===== config.mk =====
export PLATFORM = sky130hd
export DESIGN_NAME = wfi_clkctl
export DESIGN_NICKNAME = d
export VERILOG_FILES = /design/src/rtl/wfi_clkctl_pkg.sv /design/src/rtl/wfi_sleep_ctl.sv /design/src/rtl/wfi_src_sel.sv /design/src/rtl/wfi_osc_ctl.sv /design/src/rtl/wfi_clkctl.sv
export SDC_FILE = /design/constraint.sdc
export NUM_CORES = 1
export LEC_CHECK = 0
export BUFFER_PORTS_ARGS = -buffer_cell sky130_fd_sc_hd__clkbuf_2
export CORE_AREA = 4 4 41 43
export DETAILED_ROUTE_END_ITERATION = 8
export DIE_AREA = 0 0 45 47
export PLACE_DENSITY_LB_ADDON = 0.05
export SLEW_MARGIN = 5
export SYNTH_ARGS = -nofsm -noshare
export SYNTH_HDL_FRONTEND = slang
export SYNTH_SLANG_ARGS = --single-unit

===== constraint.sdc =====
create_clock -name clk_i -period 1.56 [get_ports clk_i]
set_input_delay 0.078 -clock clk_i [delete_from_list [all_inputs] [get_ports clk_i]]
set_output_delay 0.078 -clock clk_i [all_outputs]
set_load 0.005 [all_outputs]

===== src/rtl/wfi_clkctl_pkg.sv =====
package wfi_clkctl_pkg;
  localparam int SRC_W = 2;

  typedef enum logic [SRC_W-1:0] {
    SRC_PLL   = 2'd0,
    SRC_BASE  = 2'd1,
    SRC_DIV16 = 2'd2,
    SRC_AUX   = 2'd3
  } clk_src_e;

  typedef enum logic {
    ST_RUN   = 1'b0,
    ST_SLEEP = 1'b1
  } sleep_st_e;
endpackage


===== src/rtl/wfi_sleep_ctl.sv =====
module wfi_sleep_ctl
  import wfi_clkctl_pkg::*;
(
  input  logic clk_i,
  input  logic rst_ni,
  input  logic wfi_enter_i,
  input  logic irq_i,
  input  logic lp_wfi_en_i,
  output logic lp_enter_o,
  output logic cpu_clk_en_o
);
  sleep_st_e st_q, st_d;
  logic      enter_ok;

  // An entry counts only from the running state and never together with a wake-up.
  assign enter_ok   = wfi_enter_i && !irq_i && (st_q == ST_RUN);
  assign lp_enter_o = enter_ok && lp_wfi_en_i;

  always_comb begin
    st_d = st_q;
    unique case (st_q)
      ST_RUN:   if (enter_ok) st_d = ST_SLEEP;
      ST_SLEEP: if (irq_i)    st_d = ST_RUN;
      default:                st_d = ST_RUN;
    endcase
  end

  always_ff @(posedge clk_i or negedge rst_ni) begin
    if (!rst_ni) begin
      st_q         <= ST_RUN;
      cpu_clk_en_o <= 1'b1;
    end else begin
      st_q         <= st_d;
      cpu_clk_en_o <= (st_d == ST_RUN);
    end
  end
endmodule


===== src/rtl/wfi_src_sel.sv =====
module wfi_src_sel
  import wfi_clkctl_pkg::*;
#(
  parameter logic [SRC_W-1:0] RST_SRC = SRC_BASE
) (
  input  logic             clk_i,
  input  logic             rst_ni,
  input  logic             lp_enter_i,
  input  logic             wfi_aux_sel_i,
  input  logic             aux_present_i,
  input  logic             sw_write_i,
  input  logic [SRC_W-1:0] sw_src_i,
  output logic [SRC_W-1:0] src_next_o,
  output logic [SRC_W-1:0] src_q_o
);
  logic [SRC_W-1:0] sw_src_ok;

  // Software cannot pick a missing auxiliary clock; it lands on base/16.
  assign sw_src_ok = (sw_src_i == SRC_AUX && !aux_present_i) ? SRC_DIV16 : sw_src_i;

  always_comb begin
    src_next_o = src_q_o;
    if (lp_enter_i) begin
      src_next_o = (wfi_aux_sel_i && aux_present_i) ? SRC_AUX : SRC_DIV16;
    end else if (sw_write_i) begin
      src_next_o = sw_src_ok;
    end else if (src_q_o == SRC_AUX && !aux_present_i) begin
      src_next_o = SRC_DIV16;
    end
  end

  always_ff @(posedge clk_i or negedge rst_ni) begin
    if (!rst_ni) src_q_o <= RST_SRC;
    else         src_q_o <= src_next_o;
  end
endmodule


===== src/rtl/wfi_osc_ctl.sv =====
module wfi_osc_ctl
  import wfi_clkctl_pkg::*;
#(
  parameter logic RST_PLL_EN = 1'b0
) (
  input  logic             clk_i,
  input  logic             rst_ni,
  input  logic             lp_enter_i,
  input  logic             wfi_aux_sel_i,
  input  logic             aux_present_i,
  input  logic             xtal_stop_i,
  input  logic             pll_keep_i,
  input  logic             sw_write_i,
  input  logic [SRC_W-1:0] sw_src_i,
  input  logic             sw_pll_en_i,
  input  logic [SRC_W-1:0] src_next_i,
  output logic             pll_en_o,
  output logic             xtal_en_o
);
  logic pll_d;
  logic auto_q, auto_d;
  logic aux_live;

  assign aux_live = (src_next_i == SRC_AUX) && aux_present_i;

  always_comb begin
    pll_d = pll_en_o;
    if (lp_enter_i) begin
      pll_d = pll_keep_i ? pll_en_o : 1'b0;
    end else if (sw_write_i) begin
      pll_d = sw_pll_en_i || (sw_src_i == SRC_PLL);
    end
  end

  // The automatic crystal stop lasts from a low-power entry on the auxiliary clock
  // until software writes or the auxiliary source is left.
  always_comb begin
    auto_d = auto_q;
    if (lp_enter_i)           auto_d = wfi_aux_sel_i && aux_present_i;
    else if (sw_write_i)      auto_d = 1'b0;
    if (!aux_live)            auto_d = 1'b0;
  end

  always_ff @(posedge clk_i or negedge rst_ni) begin
    if (!rst_ni) begin
      pll_en_o  <= RST_PLL_EN;
      auto_q    <= 1'b0;
      xtal_en_o <= 1'b1;
    end else begin
      pll_en_o  <= pll_d;
      auto_q    <= auto_d;
      xtal_en_o <= !(aux_live && (xtal_stop_i || auto_d));
    end
  end
endmodule


===== src/rtl/wfi_clkctl.sv =====
module wfi_clkctl
  import wfi_clkctl_pkg::*;
#(
  parameter logic [1:0] RST_SRC    = 2'd1,
  parameter logic       RST_PLL_EN = 1'b0
) (
  input  logic       clk_i,
  input  logic       rst_ni,
  input  logic       wfi_enter_i,
  input  logic       irq_i,
  input  logic       lp_wfi_en_i,
  input  logic       wfi_aux_sel_i,
  input  logic       xtal_stop_i,
  input  logic       pll_keep_i,
  input  logic       aux_present_i,
  input  logic       sw_write_i,
  input  logic [1:0] sw_src_i,
  input  logic       sw_pll_en_i,
  output logic [1:0] src_sel_o,
  output logic       pll_en_o,
  output logic       xtal_en_o,
  output logic       cpu_clk_en_o
);
  logic             lp_enter;
  logic [SRC_W-1:0] src_next;

  wfi_sleep_ctl u_sleep (
    .clk_i        (clk_i),
    .rst_ni       (rst_ni),
    .wfi_enter_i  (wfi_enter_i),
    .irq_i        (irq_i),
    .lp_wfi_en_i  (lp_wfi_en_i),
    .lp_enter_o   (lp_enter),
    .cpu_clk_en_o (cpu_clk_en_o)
  );

  wfi_src_sel #(.RST_SRC(RST_SRC)) u_src (
    .clk_i         (clk_i),
    .rst_ni        (rst_ni),
    .lp_enter_i    (lp_enter),
    .wfi_aux_sel_i (wfi_aux_sel_i),
    .aux_present_i (aux_present_i),
    .sw_write_i    (sw_write_i),
    .sw_src_i      (sw_src_i),
    .src_next_o    (src_next),
    .src_q_o       (src_sel_o)
  );

  wfi_osc_ctl #(.RST_PLL_EN(RST_PLL_EN)) u_osc (
    .clk_i         (clk_i),
    .rst_ni        (rst_ni),
    .lp_enter_i    (lp_enter),
    .wfi_aux_sel_i (wfi_aux_sel_i),
    .aux_present_i (aux_present_i),
    .xtal_stop_i   (xtal_stop_i),
    .pll_keep_i    (pll_keep_i),
    .sw_write_i    (sw_write_i),
    .sw_src_i      (sw_src_i),
    .sw_pll_en_i   (sw_pll_en_i),
    .src_next_i    (src_next),
    .pll_en_o      (pll_en_o),
    .xtal_en_o     (xtal_en_o)
  );
endmodule


# Yosys cells after proc, flatten, opt, wreduce, memory -nomap -nowiden
# Cells that the tools add are included.
# word_totals
regBits	7
output_inout_bits	5
word_cells	42
input_bits	13
# classes
n_eq_ne	4
n_bitwise	2
muxes	14
reduce_logical	16
# op_table
operator	count
1-bit 2-to-1 mux	9
1-bit logical AND	8
2-bit 2-to-1 mux	4
2-bit == test (second input constant)	3
1-bit zero test	3
2-bit zero test	1
1-bit logical OR	2
2-bit inequality test (second input constant)	1
1-bit inverter	2
1-bit one-hot mux with 2 select lines	1
2-bit AND reduction	1
2-bit nonzero test	1

# Longest topological paths before layout
# Gate-level depths: netlist of the first run.
# depth
ltp_word	11
depth_mapped	4

# Cells and area by module
# A second synthesis of the first run with hierarchy kept.
# hier_totals
hier_cells	27
hier_area_um2	317.8
# by_module_without_submodules
mod	cells_per_inst	area_per_inst_um2	n_inst
wfi_osc_ctl	14	140.1	1
wfi_src_sel	8	96.3	1
wfi_sleep_ctl	5	81.3	1

# Worst setup path before layout of the first run
# No wires, ideal clock.
# synth_path
kind	reg2reg
from	register u_sleep.st_q
to	register u_osc.auto_q
path_buffers	0
setup_slack_ns	0.478
path_stages_with_launch	5
setup_ns	0.121
arrival_time_ns	0.961
path_cell_list	dfrtp_1 and4bb_4 nor2_2 a31oi_1 nor2b_1
# synth_via
elab_chain_cells	7
elab_cells_between_ends	8
# synth_rtl
element	line_no	rtl
start: declaration	wfi_sleep_ctl.sv:12	sleep_st_e st_q, st_d;
start signal: assignment	wfi_sleep_ctl.sv:33	st_q <= st_d;
1-bit inverter *	wfi_sleep_ctl.sv:16	assign enter_ok = wfi_enter_i && !irq_i && (st_q == ST_RUN);
1-bit logical AND *	wfi_sleep_ctl.sv:16	
1-bit logical AND *	wfi_sleep_ctl.sv:17	assign lp_enter_o = enter_ok && lp_wfi_en_i;
2-bit 2-to-1 mux	wfi_src_sel.sv:23	if (lp_enter_i) begin
2-bit == test	wfi_osc_ctl.sv:24	assign aux_live = (src_next_i == SRC_AUX) && aux_present_i;
1-bit logical AND	wfi_osc_ctl.sv:24	
1-bit 2-to-1 mux *	wfi_osc_ctl.sv:41	if (!aux_live) auto_d = 1'b0;
net u_osc.auto_d	wfi_osc_ctl.sv:21	logic auto_q, auto_d;
end signal: assignment	wfi_osc_ctl.sv:51	auto_q <= auto_d;
end: declaration	wfi_osc_ctl.sv:21	
# Mark *: on every way through the listed nets, which the timed path passes. The rest lies on a longest branch.
# A chain may end at the register's enable or synchronous reset.

# Worst setup path in the final report of the first run
# layout_path
from	input irq_i
to	register u_osc.auto_q
# layout_via
elab_chain_cells	8
elab_cells_between_ends	9
# layout_rtl
element	line_no	rtl
start: declaration	wfi_clkctl.sv:10	input logic irq_i,
1-bit zero test *	wfi_sleep_ctl.sv:16	
1-bit logical AND * (2 in series)	wfi_sleep_ctl.sv:16	
1-bit logical AND *	wfi_sleep_ctl.sv:17	
2-bit 2-to-1 mux	wfi_src_sel.sv:23	
2-bit == test	wfi_osc_ctl.sv:24	
1-bit logical AND	wfi_osc_ctl.sv:24	
1-bit 2-to-1 mux *	wfi_osc_ctl.sv:41	
net u_osc.auto_d	wfi_osc_ctl.sv:21	
# Marks and branches as above.

==> results_dict.tcl, run 1 <==
set metrics [dict create \
    power.leakage_nw 0.2325 \
    fillCellCount 150 \
    post_cts_resized 0 \
    die_area_mm2 0.002115 \
    start_util_pct 24.81 \
    rows 13 \
    cts_hold_buf 2 \
    synthSimpleGateAreaFrac_pct 24.03 \
    syn_nets 44 \
    path_clk_slew_ns 0.05 \
    synth_xor_xnor_area_share_pct 0 \
    nets 69 \
    multiInputGateArea_um2 140.1 \
    grt_usage_pct 7.882 \
    core_mm2 0.001301 \
    synth_compound_area_share_pct 16.28 \
    clk_latency_ns 0.25 \
    die-height_um 47 \
    routedWlPerCell_um 11.61 \
    synthMuxAreaShare_pct 3.101 \
    period_share_pct 77.98 \
    fin_util_pct 37.12 \
    final_cell_mix "clkbuf_2 (17), o21ai_0 (4), dfrtp_1 (4)" \
    cts-root-buf "clkbuf_4" \
    synth-seq-area-share_pct 55.43 \
    layout_setup_ws_ns 0.3436 \
    gp_congestion 0.7664 \
    path_max_fanout 6 \
    total_power_w 0.0004504 \
    netlist.top_cell.by_area "dfrtp_1" \
    setup_viol 0 \
    holdWs_ns 0.1112 \
    netlist_area_um2 322.8 \
    fin_crit_ns 1.216 \
    rsz0062_at_grt "no" \
    tritoncts "yes" \
    cts_buffers 3 \
    vias_per_cell 4.443 \
    ioPinCount 18 \
    drc 0 \
    place_hpwl_um 658.3 \
    diodes 0 \
    max_freq_mhz 822.1 \
    worstMarginPinSlew_ns 0.1647 \
    synth_adder_area_share_pct 0 \
    via_count 311 \
    syn_inst 31 \
    power_density_mw_per_mm2 932.6 \
    hold_depth 3 \
    drive_above_1_share_pct 47.27 \
    dp_slack_ns 0.4190 \
    end_kind "register" \
    avgSynthCellArea_um2 10.41 \
    clk_path_buf_depth 2 \
    synth_cell_types 18 \
    hold_viol 0 \
    postCtsSetupBuffers 0 \
    final_common_cell "clkbuf_2" \
    required_ns 1.70 \
    syn_to_final_growth_pct 49.61 \
    antenna_left 0 \
    grt_overflow 0 \
    path_class "in -> reg" \
    ys_ff_latch 7 \
    grt_pass1_wl_um 1179 \
    cts.htree.levels 1 \
    maxSlewHeadroom_pct 88.70 \
    routed_wirelength_um 813 \
    start_kind "input pin" \
    drt_iter0_drc 5 \
    portBuffers 17 \
    synth_top_family_by_area "simple AND/OR/NAND/NOR gates" \
    synth.top_cell.area_share_pct 31.01 \
    die_w_um 45 \
    drt-pass1-iter-count 2 \
    hold_path_class "in -> reg" \
    clkSinkCount 7 \
    antenna_found_initial 0 \
    grt_max_degree 8 \
    seq_area_um2 178.9 \
    synth_area_leaders "dfrtp_1 (31%), dfstp_2 (24%), o21ai_0 (6.2%)" \
    cap_violations 0 \
    setup_tns_ns 0 \
    status "finished clean" \
    yosysWarnings 0 \
    maxSlewViolCount 0 \
    grt_pass1_vias 291 \
    critical_path_arrival_ns 1.35 \
    peakVddDrop_v 0.0003951 \
    skew_ns 0.002996 \
    worstRegToRegCells 4 \
]
path summary, 6_finish.rpt:
check                                                  to                       start  slack (ns)
setup / recovery                   u_osc.auto_q$_DFF_PN0_                       irq_i        0.34
setup reg to reg                   u_osc.auto_q$_DFF_PN0_      u_sleep.st_q$_DFF_PN0_        0.41
hold / removal                  u_osc.xtal_en_o$_DFF_PN1_               wfi_aux_sel_i        0.11
min in group asynchronous      u_src.src_q_o[1]$_DFF_PN0_                      rst_ni        0.19
max in group asynchronous  u_sleep.cpu_clk_en_o$_DFF_PN1_                      rst_ni        1.13
hold reg to reg                u_osc.pll_en_o$_DFFE_PN0P_  u_osc.pll_en_o$_DFFE_PN0P_        0.49
layer usage:
layer	track usage, %	up-vias	part of all wire [%]	wire (µm)
li1	-	155	-	-
met1	9.302	144	40	323
met2	11.86	12	50	406
met3	4.215	0	10	83
met4	3.509	0	0	0
met5	0	-	0	0
synth_stat cells:
library cell  count
o21ai_1           1
nor2_1            3
o21ai_0           4
a21boi_1          1
nor2_2            1
nor2b_1           2
dfstp_2           3
a21oi_1           1
mux2i_1           1
nand2_1           3
nand3_1           1
and4bb_4          1
nand2b_1          1
inv_1             1
a31oi_1           1
o2bb2ai_1         1
and2_4            1
dfrtp_1           4
worst max-delay path: stages:
cell	delay [ns]
dlygate4sd3_1	0.53
clkbuf_2	0.11
and4bb_4	0.33
nor2_2	0.07
a31oi_1	0.16
nor2b_1	0.06
final cells by class:
cell class,count,share of cell area [%]
inverters,1,0.7772
repair buffers,20,23.83
multi-input cells,23,29.02
flip-flops and latches,7,37.05
well taps,15,3.886
clock buffers,4,5.440
through the flow:
stage          instance area [µm²]  cells
3_3_place_gp                 426.7     63
3_5_place_dp                 426.7     63
4_1_cts                      473.0     69
2_1_floorplan                322.8     31
5_1_grt                      483.0     70
6_report                     483.0     70
where the power goes:
part           leakage (nW)  total [W]  switching (W)  internal (W)
sequential           0.0817   0.000209     0.00000690      0.000202
clock                0.0150   0.000163      0.0000657     0.0000976
combinational         0.136  0.0000780      0.0000368     0.0000412
cells by family after synthesis:
group | Yosys count
mux | 1
simple gates | 13
buf+inv | 1
compound gates | 9
flops | 7
sequential cells by signal, indices dropped and copies added (netlist names):
register	count
u_sleep.st_q	1
u_src.src_q_o	2
u_sleep.cpu_clk_en_o	1
u_osc.pll_en_o	1
u_osc.xtal_en_o	1
u_osc.auto_q	1
(Power assumes the default switching activity.)
==> run 2, diff against run 1 <==
--- a/config.mk
+++ b/config.mk
@@ -5,6 +5,7 @@
 export SDC_FILE = /design/constraint.sdc
 export NUM_CORES = 1
 export LEC_CHECK = 0
+export ABC_AREA = 1
 export BUFFER_PORTS_ARGS = -buffer_cell sky130_fd_sc_hd__clkbuf_2
 export CORE_AREA = 4 4 41 43
 export DETAILED_ROUTE_END_ITERATION = 8
==> constraint.sdc (replaced) <==
create_clock -name clk_i -period 1.2 [get_ports clk_i]
set_input_delay 0.06 -clock clk_i [delete_from_list [all_inputs] [get_ports clk_i]]
set_output_delay 0.06 -clock clk_i [all_outputs]
set_load 0.005 [all_outputs]
==> results_dict.tcl, run 2 <==
set metrics [dict create \
    grt_max_degree 8 \
    antenna_left 0 \
    crit_path_frequent_cell "nand2_2" \
    postCtsSetupBuffers 0 \
    syn_to_final_growth_pct 43.96 \
    path_clk_slew_ns 0.05 \
    path_cells "dlygate4sd3_1, clkbuf_2, nor2_2, nand2_2, o21ai_2, nand2_2, nor2_1, nand2_1" \
    synth-edff-count 0 \
    cp_slowest_cell "dlygate4sd3_1" \
    drc 0 \
    largest_reg_flops 2 \
    routed_wirelength_um 752 \
    synthFlopType "dfrtp_1" \
    synthTopCellsByCount "nand2_1 (10), inv_1 (7), nor2_1 (6), dfrtp_1 (4), dfstp_2 (3)" \
    peakVddDrop_v 0.0005091 \
    skew_ns 0.0001460 \
    netlist.top_cell.by_area "dfrtp_1" \
    power_frac_seq_pct 46.0 \
    drt_iter0_drc 4 \
    die_area_mm2 0.002115 \
    maxSlewHeadroom_pct 87.66 \
    path_class "in -> reg" \
    grt_pass1_wl_um 1159 \
    netlist_area_um2 341.6 \
    place_hpwl_um 602.3 \
    grt_usage_pct 8.188 \
    maxSlewViolCount 0 \
    async_flop_share_pct 100.0 \
    cts_buffers 3 \
    syn_inst 41 \
    synth_most_common_cell "nand2_1" \
    combPwrFrac_pct 17.6 \
    ioPinCount 18 \
    nets 78 \
    regMostFlops "u_src.src_q_o" \
    gp_congestion 0.6550 \
    worstMarginPinSlew_ns 0.1851 \
    avgSynthCellArea_um2 8.331 \
    start_util_pct 26.25 \
    fin_crit_ns 1.098 \
    grt_pass1_vias 295 \
    via_count 311 \
    cap_violations 0 \
    r2r-start "u_src.src_q_o[0]$_DFF_PN1_" \
    die-height_um 47 \
    path_max_fanout 5 \
    drt-pass1-iter-count 5 \
    diodes 0 \
    max_stage_delay_ns 0.53 \
    final_cell_mix "clkbuf_2 (17), nand2_1 (10), inv_1 (7)" \
    setup_tns_ns 0 \
    max_freq_mhz 910.5 \
    switching_share_pct 25.09 \
    r2r_end "u_osc.auto_q$_DFF_PN0_" \
    p_switching_w 0.0001466 \
    yosysWarnings 0 \
    rrSetupSlack_ns 0.16 \
    synth_cell_types 14 \
    setup.worst_path.start "irq_i" \
    die_w_um 45 \
    cp-endpoint "u_osc.xtal_en_o$_DFF_PN1_" \
    hold_path_class "in -> reg" \
    clk_path_buf_depth 2 \
    vias_per_cell 3.937 \
    power_density_mw_per_mm2 1188 \
    grt_overflow 0 \
    period_share_pct 91.52 \
    final_common_cell "clkbuf_2" \
    ys_ff_latch 7 \
    rows 13 \
    clkSinkCount 7 \
    fin_util_pct 37.79 \
    synth_area_leaders "dfrtp_1 (29%), dfstp_2 (23%), nand2_1 (11%)" \
    cts-root-buf "clkbuf_4" \
    clk_latency_ns 0.24 \
    synth.top_cell.area_share_pct 29.30 \
    intPower_w 0.0004376 \
    synth-seq-area-share_pct 52.38 \
    cts.htree.levels 1 \
    status "finished clean" \
    p_clk_share_pct 36.4 \
    tritoncts "yes" \
    drive_above_1_share_pct 45.31 \
    total_power_w 0.0005841 \
    worstRegToRegCells 6 \
    antenna_found_initial 0 \
    routedWlPerCell_um 9.519 \
    required_ns 1.38 \
    core_mm2 0.001301 \
    portBuffers 17 \
    end_kind "register" \
    start_kind "input pin" \
    setup_viol 0 \
    hold_viol 0 \
    rsz0062_at_grt "no" \
    syn_nets 54 \
    power.leakage_nw 0.2714 \
    critical_path_arrival_ns 1.28 \
]
==> run 2: cell count changes in the layout (fill, tap and decap cells not counted), moves of 2 or more <==
cell | previous run | this run
inv_1 | 1 | 7
nand2_2 | 0 | 2
nor2b_1 | 2 | 0
nor2_1 | 3 | 6
o21ai_0 | 4 | 1
nand2_1 | 3 | 10
==> run 2: logic make-up (layout without fill, tap and decap cells) <==
family | after synthesis | count (layout) | synth area share [%]
buffers and inverters | 7 | 30 | 7.694
AO/OA/AOI/OAI | 5 | 5 | 9.158
flip-flops | 7 | 7 | 52.38
AND/OR/NAND/NOR | 22 | 22 | 30.77
==> run 2: final cells by class <==
cell class | count | area, µm²
multi-input cells | 27 | 136.4
clock buffers | 4 | 26.28
inverters | 7 | 26.28
repair buffers | 19 | 105.1
well taps | 15 | 18.77
flip-flops and latches | 7 | 178.9
fillers | 152 | 809.5
==> run 2: per-layer routing <==
| layer | vias to the layer above | global-route usage (%) | share of wire, % |
|---|---|---|---|
| met1 | 130 | 9.491 | 46 |
| met3 | 2 | 3.448 | 8.2 |
| met2 | 11 | 11.58 | 45 |
| met5 | - | 0 | 0 |
| met4 | 0 | 7.018 | 0.53 |
| li1 | 168 | - | - |
==> run 2: worst max-delay path, delay by kind of cell <==
| family | cells | cell delay (ns) |
|---|---|---|
| AND/OR/NAND/NOR | 5 | 0.47 |
| buffers and inverters | 2 | 0.65 |
| AO/OA/AOI/OAI | 1 | 0.10 |
==> run 2: what timing repair did <==
item / CTS / global route
hold endpoints to repair: 8 / 0
resized for setup: 0 / 0
hold buffers: 2 / 0
==> run 2: per-stage QoR <==
step	setup WS [ns]	hold slack [ns]	instances	cell area (µm²)
floorplan	0.2189	-0.2356	41	341.6
global placement	0.1666	-0.08534	73	445.4
detailed placement	0.1744	-0.08893	73	445.4
CTS	0.09257	0.004718	79	491.7
global route	0.01734	0.005696	79	491.7
finish	0.1018	0.01331	79	491.7
==> run 2: power by group through the flow <==
stage	Combinational, W	Sequential [W]	Clock, W
final	0.000103	0.000269	0.000212
after global routing	0.000115	0.000272	0.000242
after CTS	0.000105	0.000269	0.000228
after detailed placement	0.0000992	0.000273	0
after global placement	0.000101	0.000272	0
after floorplan	0.0000473	0.000275	0
==> run 2: worst min-delay path by stage <==
stage                        startpoint                         end  slack, ns  cells past startpoint
after floorplan                  rst_ni      u_osc.auto_q$_DFF_PN0_      -0.24                      0
after global placement           rst_ni  u_osc.pll_en_o$_DFFE_PN0P_      -0.09                      1
after detailed placement         rst_ni  u_osc.pll_en_o$_DFFE_PN0P_      -0.09                      1
after CTS                   xtal_stop_i   u_osc.xtal_en_o$_DFF_PN1_      0.005                      4
after global routing      aux_present_i  u_src.src_q_o[0]$_DFF_PN1_      0.006                      3
final                     aux_present_i  u_src.src_q_o[0]$_DFF_PN1_       0.01                      3
